$ cat src/rtl/hldiv_pkg.sv
package hldiv_pkg;
  localparam int CNT_W     = 6;
  localparam int RATIO_W   = CNT_W + 1;
  localparam int NUM_DIV   = 3;
  localparam int DATA_W    = 32;
  localparam int ADDR_W    = 4;
  localparam int DEFER_BIT = 2 * CNT_W + 2;
  localparam int WORD_W    = 2 * CNT_W + 3;

  typedef struct packed {
    logic             defer;
    logic             bypass;
    logic             edge_f;
    logic [CNT_W-1:0] hi;
    logic [CNT_W-1:0] lo;
  } ctrl_word_t;

  localparam ctrl_word_t RESET_WORD = '{defer: 1'b0, bypass: 1'b1, edge_f: 1'b0,
                                        hi: '0, lo: '0};

  function automatic logic [CNT_W-1:0] eff_count(input logic [CNT_W-1:0] c);
    return (c == '0) ? CNT_W'(1) : c;
  endfunction
endpackage

$ cat src/rtl/hldiv_regfile.sv
module hldiv_regfile
  import hldiv_pkg::*;
#(
  parameter int N_DIV = NUM_DIV,
  parameter int AW    = ADDR_W,
  parameter int DW    = DATA_W
) (
  input  logic       clk,
  input  logic       rst,
  input  logic       wr_en,
  input  logic [AW-1:0] wr_addr,
  input  logic [DW-1:0] wr_data,
  input  logic [AW-1:0] rd_addr,
  input  logic       lock_in,
  input  logic       err_in,
  output logic [DW-1:0] rd_data,
  output ctrl_word_t active_o [N_DIV]
);
  localparam int SEL_W = AW - 2;

  logic [SEL_W-1:0] wsel, rsel;
  logic             wr_hit, commit;
  ctrl_word_t       staged [N_DIV];
  ctrl_word_t       active [N_DIV];
  ctrl_word_t       new_word;

  assign wsel     = wr_addr[AW-1:2];
  assign rsel     = rd_addr[AW-1:2];
  assign new_word = ctrl_word_t'(wr_data[WORD_W-1:0]);
  assign wr_hit   = wr_en && (int'(wsel) < N_DIV);
  assign commit   = wr_hit && !wr_data[DEFER_BIT];

  for (genvar i = 0; i < N_DIV; i++) begin : g_slot
    always_ff @(posedge clk) begin
      if (rst) begin
        staged[i] <= RESET_WORD;
      end else if (wr_hit && (wsel == SEL_W'(i))) begin
        staged[i] <= new_word;
      end
    end

    always_ff @(posedge clk) begin
      if (rst) begin
        active[i] <= RESET_WORD;
      end else if (commit) begin
        active[i] <= (wsel == SEL_W'(i)) ? new_word : staged[i];
      end
    end

    assign active_o[i] = active[i];

    // a deferred write leaves the active words alone
    assert_defer_hold_R4: assert property (@(posedge clk) disable iff (rst)
      (wr_hit && wr_data[DEFER_BIT]) |=> $stable(active[i]));
  end

  always_ff @(posedge clk) begin
    if (rst) begin
      rd_data <= '0;
    end else if (int'(rsel) < N_DIV) begin
      rd_data <= DW'(staged[rsel]);
    end else begin
      rd_data <= DW'({err_in, lock_in});
    end
  end

  // reserved bits always read as zero
  assert_reserved_zero_R3: assert property (@(posedge clk) disable iff (rst)
    rd_data[DW-1:WORD_W] == '0);
endmodule

$ cat src/rtl/hldiv_core.sv
module hldiv_core
  import hldiv_pkg::*;
#(
  parameter int CW = CNT_W,
  parameter int RW = RATIO_W
) (
  input  logic       clk,
  input  logic       rst,
  input  ctrl_word_t cfg,
  output logic       clk_o,
  output logic       ce_o,
  output logic [RW-1:0] ratio_o
);
  logic          cur_byp;
  logic [CW-1:0] cur_hi, cur_lo, cnt;
  logic          phase_hi, ce_q;
  logic [RW-1:0] ratio_q;
  logic [CW-1:0] hi_e, lo_e;
  logic          boundary, hi_done;

  assign hi_e     = eff_count(cfg.hi);
  assign lo_e     = eff_count(cfg.lo);
  assign boundary = cur_byp || (!phase_hi && (cnt == cur_lo - CW'(1)));
  assign hi_done  = phase_hi && (cnt == cur_hi - CW'(1));

  always_ff @(posedge clk) begin
    if (rst) begin
      cur_byp  <= 1'b1;
      cur_hi   <= CW'(1);
      cur_lo   <= CW'(1);
      phase_hi <= 1'b1;
      cnt      <= '0;
      ce_q     <= 1'b0;
      ratio_q  <= RW'(1);
    end else begin
      ce_q <= 1'b0;
      if (boundary) begin
        cur_byp  <= cfg.bypass;
        cur_hi   <= hi_e;
        cur_lo   <= lo_e;
        phase_hi <= 1'b1;
        cnt      <= '0;
        ce_q     <= 1'b1;
        ratio_q  <= cfg.bypass ? RW'(1) : (RW'(hi_e) + RW'(lo_e));
      end else if (hi_done) begin
        phase_hi <= 1'b0;
        cnt      <= '0;
      end else begin
        cnt <= cnt + CW'(1);
      end
    end
  end

  assign clk_o   = phase_hi;
  assign ce_o    = ce_q;
  assign ratio_o = ratio_q;

  // the phase counter stays inside the current phase length
  assert_cnt_bound_R5: assert property (@(posedge clk) disable iff (rst)
    !cur_byp |-> (cnt < (phase_hi ? cur_hi : cur_lo)));
  // each rising edge of the divided clock carries the enable pulse
  assert_rise_ce_R6: assert property (@(posedge clk) disable iff (rst)
    $rose(phase_hi) |-> ce_q);
  // the reported ratio moves only at a period start
  assert_ratio_boundary_R7: assert property (@(posedge clk) disable iff (rst)
    !$stable(ratio_q) |-> ce_q);
  // a ratio of one means the divided clock is held high
  assert_bypass_high_R2: assert property (@(posedge clk) disable iff (rst)
    (ratio_q == RW'(1)) |-> phase_hi);
endmodule

$ cat src/rtl/hldiv_top.sv
module hldiv_top
  import hldiv_pkg::*;
#(
  parameter int N_DIV = NUM_DIV,
  parameter int CW    = CNT_W,
  parameter int AW    = ADDR_W,
  parameter int DW    = DATA_W,
  localparam int RW   = CW + 1
) (
  input  logic                clk,
  input  logic                rst,
  input  logic                wr_en,
  input  logic [AW-1:0]       wr_addr,
  input  logic [DW-1:0]       wr_data,
  input  logic [AW-1:0]       rd_addr,
  output logic [DW-1:0]       rd_data,
  input  logic                lock_in,
  input  logic                err_in,
  output logic [N_DIV-1:0]    div_clk,
  output logic [N_DIV-1:0]    div_ce,
  output logic [N_DIV*RW-1:0] div_ratio
);
  ctrl_word_t active [N_DIV];

  hldiv_regfile #(.N_DIV(N_DIV), .AW(AW), .DW(DW)) u_regs (
    .clk      (clk),
    .rst      (rst),
    .wr_en    (wr_en),
    .wr_addr  (wr_addr),
    .wr_data  (wr_data),
    .rd_addr  (rd_addr),
    .lock_in  (lock_in),
    .err_in   (err_in),
    .rd_data  (rd_data),
    .active_o (active)
  );

  for (genvar i = 0; i < N_DIV; i++) begin : g_div
    hldiv_core #(.CW(CW), .RW(RW)) u_core (
      .clk     (clk),
      .rst     (rst),
      .cfg     (active[i]),
      .clk_o   (div_clk[i]),
      .ce_o    (div_ce[i]),
      .ratio_o (div_ratio[i*RW +: RW])
    );
  end

  // enable pulses never land on a low divided clock
  assert_ce_high_R6: assert property (@(posedge clk) disable iff (rst)
    div_ce == (div_ce & div_clk));
endmodule

$ cat config.mk
export PLATFORM = sky130hd
export DESIGN_NAME = hldiv_top
export DESIGN_NICKNAME = d
export VERILOG_FILES = /design/src/rtl/hldiv_pkg.sv /design/src/rtl/hldiv_regfile.sv /design/src/rtl/hldiv_core.sv /design/src/rtl/hldiv_top.sv
export SDC_FILE = /design/constraint.sdc
export NUM_CORES = 1
export LEC_CHECK = 0
export ABC_CLOCK_PERIOD_IN_PS = 6800
export BUFFER_PORTS_ARGS = -buffer_cell sky130_fd_sc_hd__buf_2
export CAP_MARGIN = 20
export CORE_ASPECT_RATIO = 1.5
export CORE_MARGIN = 5
export CORE_UTILIZATION = 30
export DETAILED_ROUTE_END_ITERATION = 6
export PLACE_DENSITY_LB_ADDON = 0.05
export SKIP_LAST_GASP = 1
export SYNTH_ARGS = -nofsm -noshare
export SYNTH_HDL_FRONTEND = slang
export SYNTH_SLANG_ARGS = --single-unit
$ cat constraint.sdc
create_clock -name clk -period 6.8 [get_ports clk]
set_input_delay 1.36 -clock clk [delete_from_list [all_inputs] [get_ports clk]]
set_output_delay 1.36 -clock clk [all_outputs]
set_load 0.005 [all_outputs]
* Yosys cells after proc, flatten, opt, wreduce, memory -nomap -nowiden
Memories as Yosys holds them, arrays and structs flattened.
Cells that the tools add are included.
** Storage, ports and cells
- Bits in registers :: 116
- Memory bits (writable) :: 90
- Input port bits :: 45
- Output and inout bits :: 59
- Word-level logic and storage cells :: 122
- Memories kept :: 2
** Memories
- u_regs.active :: words 3, bits a word 15, rd ports 3, clocked after memory_dff 0, write ports 3, line hldiv_regfile.sv:24 : ctrl_word_t active [N_DIV];
- u_regs.staged :: words 3, bits a word 15, rd ports 4, clocked after memory_dff 0, write ports 3, line hldiv_regfile.sv:23 : ctrl_word_t staged [N_DIV];
** Cells by class
- $add $sub $neg :: 12
- Order comparisons :: 2
- Equality and inequality tests :: 8
- Multiplexer cells :: 36
- Bitwise gates (word level) :: 7
- Reduce and logical (&&, ||, !) cells :: 32
** Operator list (count)
- $mux W15 :: 9
- $eq A6 B6 Y1 :: 6
- $logic_not A6 Y1 :: 6
- $mux W6 :: 6
- $sub A6 B1 Y6 const B :: 6
- $add A6 B6 Y7 :: 3
- $mux W7 :: 3
- $add A6 B1 Y6 const B :: 3
- $mux W1 :: 17
- $logic_and A1 B1 Y1 :: 11
- $reduce_or A3 Y1 :: 3
- $reduce_or A2 Y1 :: 4
- $or A1 B1 Y1 :: 6
- $logic_not A1 Y1 :: 4
- $lt A2 B2 Y1 const B :: 2
- $logic_or A1 B1 Y1 :: 3
- $eq A2 B1 Y1 const B :: 1
- $eq A2 B2 Y1 const B :: 1
- $logic_not A2 Y1 :: 1
- $mux W2 :: 1
- $not A1 Y1 :: 1

* Longest topological paths before layout
- Word-level depth :: 7
- Gate-level depth with buffers :: 10
- Mapped depth without buffers :: 10

* By module
Synthesis repeated with hierarchy kept, for this count alone.
** Unflattened totals
- Cell total of the unflattened synthesis :: 1016
- Area total of the unflattened synthesis :: 10162.2 µm²
** Modules (own cells, without submodules)
- hldiv_core :: instances 3, cells an instance 203, area an instance 1825.5 µm²
- hldiv_regfile :: instances 1, cells an instance 407, area an instance 4685.7 µm²

* Worst setup path before layout
Ideal clock, no wire load.
- Path type :: input -> register
- Start point :: input port wr_addr[3]
- End point :: memory u_regs.staged[0][0] (netlist name) (enable)
- Data arrival time :: 3.119 ns
- Setup slack :: 3.274 ns
- Cell stages on the path :: 4
- Buffers on the path :: 2
- Path through :: or2_2 > clkbuf_1 > clkbuf_1 > o21ai_0
** RTL lines
- start, declared :: line hldiv_top.sv:13 : input logic [AW-1:0] wr_addr,
- end, declared :: line hldiv_regfile.sv:23

==> flow_summary.yaml <==
run_status:
  status: "finished, final reports clean"
clock_network:
  cts_resized: 0
  post_cts_buffers: 0
  postCtsHoldBufs: 0
  clockBufferDepth: 2
  cts_tree: "done"
  clock_latency_ns: 0.45
  clock_sinks: 183
  htreeDepth: 4
  cts_root_buf: "clkbuf_16"
  clk_pin_slew_ns: 0.07
  cts_inserted_buffers: 17
finish:
  area_delta_synth_final_pct: 11.23
  multi_input_area_um2: 4378
  fill_cells: 3298
  diodes: 0
  final_core_util_pct: 33.74
  finish.net_count: 1054
  seq_area_um2: 4504
  final_cell_area_um2: 10470
  final_common_cell: "nand2_1"
  final_cell_mix: "nand2_1 (164), dfxtp_1 (99), edfxtp_1 (84)"
  drive_gt1_share_pct: 12.40
place:
  gp_congestion: 0.7841
  hpwl_mm: 18.15
  dpl-instance-area_um2: 9902
  portBuffers: 65
  place_ws_ns: 3.124
route:
  postRouteAntennaNets: 0
  wl_per_cell_um: 18.14
  met2_length_mm: 13.29
  drc_errors: 0
  routed.top_layer: "met4"
  drtIter0Drc: 275
  vias_per_cell: 4.655
  met1Wirelength_mm: 11.00
  wl_met3_um: 532
  vias: 6503
  wl_mm: 25.35
  drt_first_pass_iters: 4
setup_path:
  r2r_cells: 10
  r2r-start: "u_regs.active[0][1]"
  r2r-end: "g_div[0].u_core.ratio_o[6]"
  cp-startpoint: "rst"
  worst_setup_path_start_kind: "primary input"
  critPathKind: "primary input to register"
  ff2ff_setup_slack_ns: 3.98
  critPathCaptureType: "register"
  cp_max_fo: 70
  cp-endpoint: "g_div[1].u_core.ratio_o[5]"
  crit_required_ns: 7.19
  crit_arrival_ns: 3.45
logic_synthesis:
  ys_ff_latch: 183
  synthArstFlopShare_pct: 0
  synth-edff-count: 84
  synth_top_area_cell: "edfxtp_1"
  yosysTopAreaCellShare_pct: 26.79
  synth.distinct_cells: 59
  syn_avg_cell_area_um2: 9.715
  netlist_area_um2: 9414
  synth_seq_area_share_pct: 47.85
  yosys-top-cells-area: "edfxtp_1 (27%), dfxtp_1 (21%), mux2i_1 (7.0%)"
  synth_warnings: 0
  synth_flop_cell: "dfxtp_1"
  netlist_instances: 969
power_and_ir_drop:
  ir_worst_vdd_mv: 0.1669
  p_per_area_nw_per_um2: 243.3
  power.leakage_nw: 4.124
sta:
  rsz0062_at_grt: "no"
  finalHoldViolCount: 0
  skew_ns: 0.008166
  holdWs_ns: 0.4582
  relSlewSlack_pct: 30.88
  drv_slew: 0
  min_period_ns: 3.065
  tightest_slew_ns: 1.033
  finalSetupViolations: 0
  finalWorstSetupSlack_ns: 3.735
  clock.fmax_mhz: 326.3
  setup_tns_ns: 0
  period_share_pct: 45.07
global_routing:
  grt_pass1_wl_mm: 39.32
  grt_max_degree: 71
  antenna_found_initial: 0
  grt_use_total_pct: 14.81
  grt_overflow: 0
  first_global_vias: 6469
floorplan:
  start_util_pct: 30.33
  ios: 104
  dieArea_um2: 35100
  core_area_um2: 31040
  die_x_um: 154.6
  rows: 79
  dieHeight_um: 227.0
flow_run:
  max_cap_viol_count: 0
worst_hold_path:
  worstHoldStart: "g_div[2].u_core.ratio_o[2]"
  hold_class: "register to register"
## flip-flops by register name, indices dropped and copies added, names as in the netlist
| register | cells |
|---|---|
| g_div.u_core.ce_o | 3 |
| g_div.u_core.clk_o | 3 |
| g_div.u_core.cnt | 18 |
| g_div.u_core.cur_byp | 3 |
| g_div.u_core.cur_hi | 18 |
| g_div.u_core.cur_lo | 18 |
| g_div.u_core.ratio_o | 21 |
| u_regs.active | 39 |
| u_regs.rd_data | 15 |
| u_regs.staged | 45 |
## layout make-up
class / count / share of cell area (%)
clock inverters: 15 / 1.302
repair buffers: 76 / 3.967
inverters: 28 / 1.004
clock buffers: 17 / 4.063
well taps: 405 / 4.839
flip-flops and latches: 183 / 43.02
multi-input cells: 673 / 41.81
## worst min-delay path by stage
stage                                       to  slack [ns]  cells past startpoint
floorplan                   u_regs.rd_data[12]        0.45                      2
finish              g_div[2].u_core.ratio_o[2]        0.46                      2
global placement    g_div[1].u_core.ratio_o[2]        0.45                      2
detailed placement  g_div[0].u_core.ratio_o[3]        0.45                      2
global route        g_div[1].u_core.ratio_o[4]        0.47                      2
CTS                 g_div[2].u_core.ratio_o[2]        0.46                      2
## layer usage
metal	up-vias	GRT usage [%]
met4	0	5.929
met5	-	0
met2	101	26.27
met1	3100	18.22
met3	24	1.902
li1	3278	-
## kinds of logic (layout without fill, tap and decap cells)
logic type | count (synthesis) | in the layout | synth area share [%]
muxes | 72 | 72 | 7.974
buffers and inverters | 129 | 136 | 6.486
adders and majority gates | 30 | 30 | 4.226
AOI/OAI and AO/OA | 109 | 109 | 7.456
and+or+nand+nor | 377 | 377 | 19.35
xor gates and xnor gates | 68 | 68 | 6.619
DFF | 183 | 183 | 47.85
other | 1 | 17 | 0.03983
## synthesized netlist by cell type, drive strengths merged, types with 4 or more instances
library cell,count
nor3,19
clkbuf,67
inv,28
nor2,67
mux2,4
nor4b,11
ha,27
xnor2,45
or4,4
mux2i,66
nand2b,4
nand4,6
edfxtp,84
a21oi,52
nor4,12
xor2,21
nand2,164
o21bai,4
a21o,13
dfxtp,99
nor2b,11
nand3,14
and2,46
or3,5
buf,34
a31oi,5
o21ai,15
## where the power goes
group          internal (mW)  switching, mW
registers               1.21         0.0500
logic                  0.124          0.185
clock network          0.534          0.441
total                   1.87          0.675
## stage by stage
step                      instances  power [mW]
final                          1397       2.548
after global routing           1397       2.676
after global placement         1361       1.606
after CTS                      1396       2.591
after detailed placement       1364       1.607
after floorplan                 985       1.508
## worst max-delay path, stage by stage
cell and delay (ns):
buf_2 0.29, inv_2 0.45, buf_4 0.69, nand2_1 0.13, a311oi_1 0.33, a31o_2 0.16
Note: power is estimated with default switching activity, not from simulation.
